### src/rtl/osc_trim_dither_pkg.sv
package osc_trim_dither_pkg;

    typedef enum logic [1:0] {
        ST_HOLD  = 2'd0,
        ST_RAISE = 2'd1,
        ST_LOWER = 2'd2
    } dith_mode_e;

endpackage

### src/rtl/sf_mode_ctrl.sv
module sf_mode_ctrl
    import osc_trim_dither_pkg::*;
#(
    parameter int SF_W = 8
) (
    input  logic            clk,
    input  logic            rst_n,
    input  logic            wr_en,
    input  logic [SF_W-1:0] wr_data,
    output logic [SF_W-1:0] sf_q,
    output dith_mode_e      mode,
    output logic [SF_W-1:0] mag
);

    localparam logic [SF_W-1:0] SF_ONE = {{(SF_W-1){1'b0}}, 1'b1};

    dith_mode_e state_q;
    dith_mode_e state_nxt;

    // state register and stored correction
    always_ff @(posedge clk or negedge rst_n) begin
        if (!rst_n) begin
            state_q <= ST_HOLD;
            sf_q    <= '0;
        end else begin
            state_q <= state_nxt;
            if (wr_en) begin
                sf_q <= wr_data;
            end
        end
    end

    // transitions: only a write moves the state
    always_comb begin
        state_nxt = state_q;
        if (wr_en) begin
            if (wr_data == '0) begin
                state_nxt = ST_HOLD;
            end else if (wr_data[SF_W-1]) begin
                state_nxt = ST_LOWER;
            end else begin
                state_nxt = ST_RAISE;
            end
        end
    end

    // outputs: per-state step magnitude
    always_comb begin
        mode = state_q;
        unique case (state_q)
            ST_RAISE: mag = sf_q;
            ST_LOWER: mag = ~sf_q + SF_ONE;
            default:  mag = '0;
        endcase
    end

    AST_HOLD_IFF_ZERO: assert property (@(posedge clk) disable iff (!rst_n)
        (state_q == ST_HOLD) == (sf_q == '0));

    AST_LOWER_IFF_NEG: assert property (@(posedge clk) disable iff (!rst_n)
        (state_q == ST_LOWER) == sf_q[SF_W-1]);

endmodule

### src/rtl/phase_acc.sv
module phase_acc #(
    parameter int SF_W = 8
) (
    input  logic            clk,
    input  logic            rst_n,
    input  logic [SF_W-1:0] mag,
    output logic            carry
);

    localparam int PHASE_W = SF_W - 1;
    localparam logic [SF_W-1:0] FULL_SCALE = {1'b1, {PHASE_W{1'b0}}};

    logic [PHASE_W-1:0] acc_q;
    logic [SF_W-1:0]    sum;

    always_comb begin
        sum   = {1'b0, acc_q} + mag;
        carry = sum[SF_W-1];
    end

    always_ff @(posedge clk or negedge rst_n) begin
        if (!rst_n) begin
            acc_q <= '0;
        end else begin
            acc_q <= sum[PHASE_W-1:0];
        end
    end

    AST_FULL_SCALE_CARRY: assert property (@(posedge clk) disable iff (!rst_n)
        (mag == FULL_SCALE) |-> carry);

    AST_ZERO_STEP_STILL: assert property (@(posedge clk) disable iff (!rst_n)
        (mag == '0) |=> $stable(acc_q));

endmodule

### src/rtl/fine_select.sv
module fine_select
    import osc_trim_dither_pkg::*;
#(
    parameter int TRIM_W = 8
) (
    input  logic              clk,
    input  logic              rst_n,
    input  logic [TRIM_W-1:0] fine_in,
    input  dith_mode_e        mode,
    input  logic              carry,
    output logic [TRIM_W-1:0] fine_eff
);

    localparam logic [TRIM_W-1:0] TRIM_TOP = '1;
    localparam logic [TRIM_W-1:0] TRIM_ONE = {{(TRIM_W-1){1'b0}}, 1'b1};

    logic [TRIM_W-1:0] fine_up;
    logic [TRIM_W-1:0] fine_dn;
    logic [TRIM_W-1:0] fine_nxt;

    always_comb begin
        fine_up = (fine_in == TRIM_TOP) ? fine_in : fine_in + TRIM_ONE;
        fine_dn = (fine_in == '0)       ? fine_in : fine_in - TRIM_ONE;
        unique case (mode)
            ST_RAISE: fine_nxt = carry ? fine_up : fine_in;
            ST_LOWER: fine_nxt = carry ? fine_dn : fine_in;
            default:  fine_nxt = fine_in;
        endcase
    end

    always_ff @(posedge clk or negedge rst_n) begin
        if (!rst_n) begin
            fine_eff <= '0;
        end else begin
            fine_eff <= fine_nxt;
        end
    end

    AST_HOLD_PASS: assert property (@(posedge clk) disable iff (!rst_n)
        ($past(rst_n) && $past(mode == ST_HOLD)) |-> (fine_eff == $past(fine_in)));

    AST_RAISE_STEP: assert property (@(posedge clk) disable iff (!rst_n)
        ($past(rst_n) && $past(mode == ST_RAISE)) |->
        ((fine_eff == $past(fine_in)) || (fine_eff == $past(fine_in) + TRIM_ONE)));

    AST_LOWER_STEP: assert property (@(posedge clk) disable iff (!rst_n)
        ($past(rst_n) && $past(mode == ST_LOWER)) |->
        ((fine_eff == $past(fine_in)) || (fine_eff == $past(fine_in) - TRIM_ONE)));

    AST_NO_WRAP_TOP: assert property (@(posedge clk) disable iff (!rst_n)
        ($past(rst_n) && $past(mode == ST_RAISE) && $past(fine_in == TRIM_TOP))
        |-> (fine_eff == TRIM_TOP));

    AST_NO_WRAP_BOTTOM: assert property (@(posedge clk) disable iff (!rst_n)
        ($past(rst_n) && $past(mode == ST_LOWER) && $past(fine_in == '0))
        |-> (fine_eff == '0));

endmodule

### src/rtl/osc_trim_dither.sv
module osc_trim_dither
    import osc_trim_dither_pkg::*;
#(
    parameter int TRIM_W = 8,
    parameter int SF_W   = 8
) (
    input  logic              clk,
    input  logic              rst_n,
    input  logic              sf_wr_en,
    input  logic [SF_W-1:0]   sf_wr_data,
    input  logic [TRIM_W-1:0] coarse_in,
    input  logic [TRIM_W-1:0] fine_in,
    output logic [SF_W-1:0]   sf_rd,
    output logic [TRIM_W-1:0] coarse_rd,
    output logic [TRIM_W-1:0] fine_rd,
    output logic [TRIM_W-1:0] fine_eff
);

    dith_mode_e      mode;
    logic [SF_W-1:0] mag;
    logic            carry;

    sf_mode_ctrl #(.SF_W(SF_W)) u_ctrl (
        .clk     (clk),
        .rst_n   (rst_n),
        .wr_en   (sf_wr_en),
        .wr_data (sf_wr_data),
        .sf_q    (sf_rd),
        .mode    (mode),
        .mag     (mag)
    );

    phase_acc #(.SF_W(SF_W)) u_acc (
        .clk   (clk),
        .rst_n (rst_n),
        .mag   (mag),
        .carry (carry)
    );

    fine_select #(.TRIM_W(TRIM_W)) u_sel (
        .clk      (clk),
        .rst_n    (rst_n),
        .fine_in  (fine_in),
        .mode     (mode),
        .carry    (carry),
        .fine_eff (fine_eff)
    );

    // read-only view of the trim codes
    always_ff @(posedge clk or negedge rst_n) begin
        if (!rst_n) begin
            coarse_rd <= '0;
            fine_rd   <= '0;
        end else begin
            coarse_rd <= coarse_in;
            fine_rd   <= fine_in;
        end
    end

    AST_RDBK_IGNORES_WRITE: assert property (@(posedge clk) disable iff (!rst_n)
        ($past(rst_n) && $past(sf_wr_en) && $stable(coarse_in))
        |=> $stable(coarse_rd));

endmodule

### config.mk
export PLATFORM = sky130hd
export DESIGN_NAME = osc_trim_dither
export DESIGN_NICKNAME = d
export VERILOG_FILES = /design/src/rtl/osc_trim_dither_pkg.sv /design/src/rtl/sf_mode_ctrl.sv /design/src/rtl/phase_acc.sv /design/src/rtl/fine_select.sv /design/src/rtl/osc_trim_dither.sv
export SDC_FILE = /design/constraint.sdc
export NUM_CORES = 1
export LEC_CHECK = 0
export ABC_CLOCK_PERIOD_IN_PS = 4980
export BUFFER_PORTS_ARGS = -buffer_cell sky130_fd_sc_hd__buf_2
export CORE_MARGIN = 2
export CORE_UTILIZATION = 59
export CTS_BUF_LIST = sky130_fd_sc_hd__clkbuf_8
export DETAILED_ROUTE_END_ITERATION = 10
export GPL_ROUTABILITY_DRIVEN = 1
export PLACE_DENSITY_LB_ADDON = 0.2
export SYNTH_ARGS = -nofsm -noshare
export SYNTH_HDL_FRONTEND = slang
export SYNTH_SLANG_ARGS = --single-unit
### constraint.sdc
create_clock -name clk -period 4.98 [get_ports clk]
set_input_delay 0 -clock clk [delete_from_list [all_inputs] [get_ports clk]]
set_output_delay 0 -clock clk [all_outputs]
set_load 0.01 [all_outputs]
==> metrics.yaml <==
ys_seq_area_share_pct: 44.6
root_buffer: "clkbuf_8"
numCtsBuffers: 5
met3WireLength_um: 398
ys.flop_type: "dfrtp_1"
io_pins: 59
start_util_pct: 61.9
finalSetupViolCount: 0
cp-end-kind: "register"
p_per_area_nw_per_um2: 336
critPathKind: "reg2reg"
reg2reg_from: "u_ctrl.sf_q[1]$_DFFE_PN0P_"
r2r-end: "u_sel.fine_eff[4]$_DFF_PN0_"
grt_pass1_vias: 2091
fin_skew_ns: 0.0102
wl_per_cell_um: 17.2
drc: 0
final_cell_mix: "buf_2 (58), dfrtp_1 (41), dlygate4sd3_1 (25)"
synthesis.nets: 270
wl_met2_um: 3200
wl_met1_um: 2360
netlist_area_um2: 2300
cts_num_sinks: 41
htree_levels: 2
coreArea_um2: 3720
cts.path.max_buffers: 2
drive_above_1_share_pct: 26.4
diodes: 0
max-vdd-ir-drop_mv: 0.244
wl_um: 6110
crit_slowest_cell: "or3b_2"
crit_start: "u_ctrl.sf_q[1]$_DFFE_PN0P_"
drt_pass1_iterations: 6
clk_pin_slew_ns: 0.09
syn_inst: 229
antenna_left: 0
synth_warnings: 0
die_w_um: 66.4
yosysUniqueCellTypes: 54
post_cts_resized: 0
place_congestion: 0.943
nNetsFinal: 347
hpwl_um: 3630
p_leak_uw: 0.00138
critPathCapture: "u_sel.fine_eff[4]$_DFF_PN0_"
std_cell_rows: 22
die_y_um: 66.4
grt_antenna_before_repair: 0
hold_viol: 0
cp_cell_sequence: "inv_1, ha_1, nor3b_1, or3b_2, xor2_1, a22oi_1, nor2_1, ha_1, nand4_1, a21oi_1, and3b_1, xnor2_1, buf_4, o21ai_1, a221o_1"
io_buffers: 58
period_share_pct: 72.3
vias: 2090
cp_data_arrival_time_ns: 3.80
grt_max_degree: 42
grt_pass1_wl_um: 9830
max_slew_margin_pct: 42.1
drtIter0Drc: 187
reg2reg_slack_ns: 1.38
dpl_cell_area_um2: 2600
crit_required_ns: 5.18
min_path_type: "in2reg"
cts_tree: "yes"
worstSetupStartpointType: "register"
finalMaxSlewViolations: 0
async_reset_ff_share_pct: 100
critical_path.max_stage_delay_ns: 0.49
clk_latency_ns: 0.31
ys_ff_latch: 41
synth_edf_count: 0
finalPower_uw: 987
cp_max_fo: 11
maxCapViolCount: 0
track_usage_pct: 30.3
worst-slew-pin-transition_ns: 0.868
fp.dieArea_um2: 4410
place_ws_ns: 1.45
reg2regPathDepth: 15
top_layer_used: "met4"
design_area_um2: 2940
syn_to_final_growth_pct: 27.7
overflow: 0
rsz0062_at_grt: "false"
period_minus_slack_ns: 3.60
tns_ns: 0
vias_per_cell: 5.89
crit_top_cell: "ha_1"
worst_slack_ns: 1.38
mostFrequentLayoutCell: "buf_2"
clock.fmax_mhz: 278
status: "finished clean"
syn_avg_cell_area_um2: 10.0
-- final cells by class --
type | count | area (µm²)
sequential | 41 | 1030
clock inverter | 3 | 21.3
tap | 48 | 60.1
inverter | 15 | 56.3
fill | 237 | 778
clock buffer | 5 | 68.8
timing repair buffer | 84 | 548
multi-input combinational | 159 | 1160
-- worst max-delay path: cells and delay by family, from the launching register on --
family	cells	cell delay [ns]
and+or+nand+nor	5	1.20
AOI/OAI and AO/OA	4	0.78
adders and majority gates	2	0.54
DFF	1	0.41
xor gates and xnor gates	2	0.29
buffers and inverters	2	0.28
-- metal layers --
| metal | up-vias | track usage (%) |
|---|---|---|
| li1 | 986 | - |
| met1 | 980 | 33.9 |
| met2 | 106 | 54.9 |
| met3 | 18 | 7.33 |
| met4 | 0 | 11.7 |
| met5 | - | 0 |
-- synthesized netlist by cell type (2+ instances only) --
cell type	instances	area (µm²)
o21ai_0	9	45.0
nand3_1	10	50.1
and3_1	3	18.8
a22oi_1	6	45.0
o2bb2ai_1	2	17.5
o21ai_1	2	10.0
a31oi_1	4	25.0
xor2_1	4	35.0
xnor2_1	7	61.3
ha_1	13	163
nand4b_1	2	17.5
o31ai_1	4	30.0
a21o_1	2	15.0
a21oi_1	10	50.1
and4_1	2	17.5
a221o_1	4	40.0
nand4_1	3	18.8
nor3_1	7	35.0
nor2_1	12	45.0
mux2_2	6	67.6
inv_1	15	56.3
nor3b_1	3	22.5
clkbuf_1	12	45.0
nand2_1	17	63.8
dfrtp_1	41	1030
-- registers in the layout (all words and copies together), names as in the netlist --
| name | flops |
|---|---|
| coarse_rd | 8 |
| u_sel.fine_eff | 8 |
| fine_rd | 8 |
| u_ctrl.sf_q | 8 |
| u_ctrl.mode | 2 |
| u_acc.acc_q | 7 |
-- per-stage QoR --
step / hold WS (ns) / utilization, % / std cells
final: 0.0684 / 79.1 / 355
after floorplan: -0.296 / - / 229
after CTS: 0.0569 / 79.1 / 355
after detailed placement: 0.110 / 69.9 / 322
after global placement: 0.107 / 69.9 / 322
after global routing: 0.101 / 79.1 / 355
-- timing repair --
action / CTS / global route
hold endpoints to repair: 67 / 0
hold buffers: 25 / 0
buffers inserted: 0 / 0
-- cell families after synthesis --
kind of cell / count (synthesis) / synth area share, %
AOI/OAI and AO/OA: 56 / 17.8
xor gates and xnor gates: 11 / 4.19
buffers and inverters: 29 / 5.06
adders and majority gates: 14 / 7.94
muxes: 7 / 3.43
DFF: 41 / 44.6
and+or+nand+nor: 71 / 16.9
-- report_power, final --
group | total, µW | internal, µW | switching (µW)
Clock | 227 | 99.5 | 128
Combinational | 341 | 151 | 190
Sequential | 419 | 391 | 27.7
-- how the worst min path moves through the flow --
stage	startpoint	endpoint	slack [ns]	cells after the start
2_1_floorplan	rst_n	coarse_rd[0]$_DFF_PN0_	-0.30	0
3_3_place_gp	coarse_in[5]	coarse_rd[5]$_DFF_PN0_	0.11	1
3_5_place_dp	coarse_in[2]	coarse_rd[2]$_DFF_PN0_	0.11	1
4_1_cts	sf_wr_en	u_ctrl.mode[1]$_DFFE_PN0P_	0.06	2
5_1_grt	sf_wr_en	u_ctrl.sf_q[1]$_DFFE_PN0P_	0.10	2
6_report	sf_wr_en	u_ctrl.mode[1]$_DFFE_PN0P_	0.07	2
(Power assumes the default switching activity.)
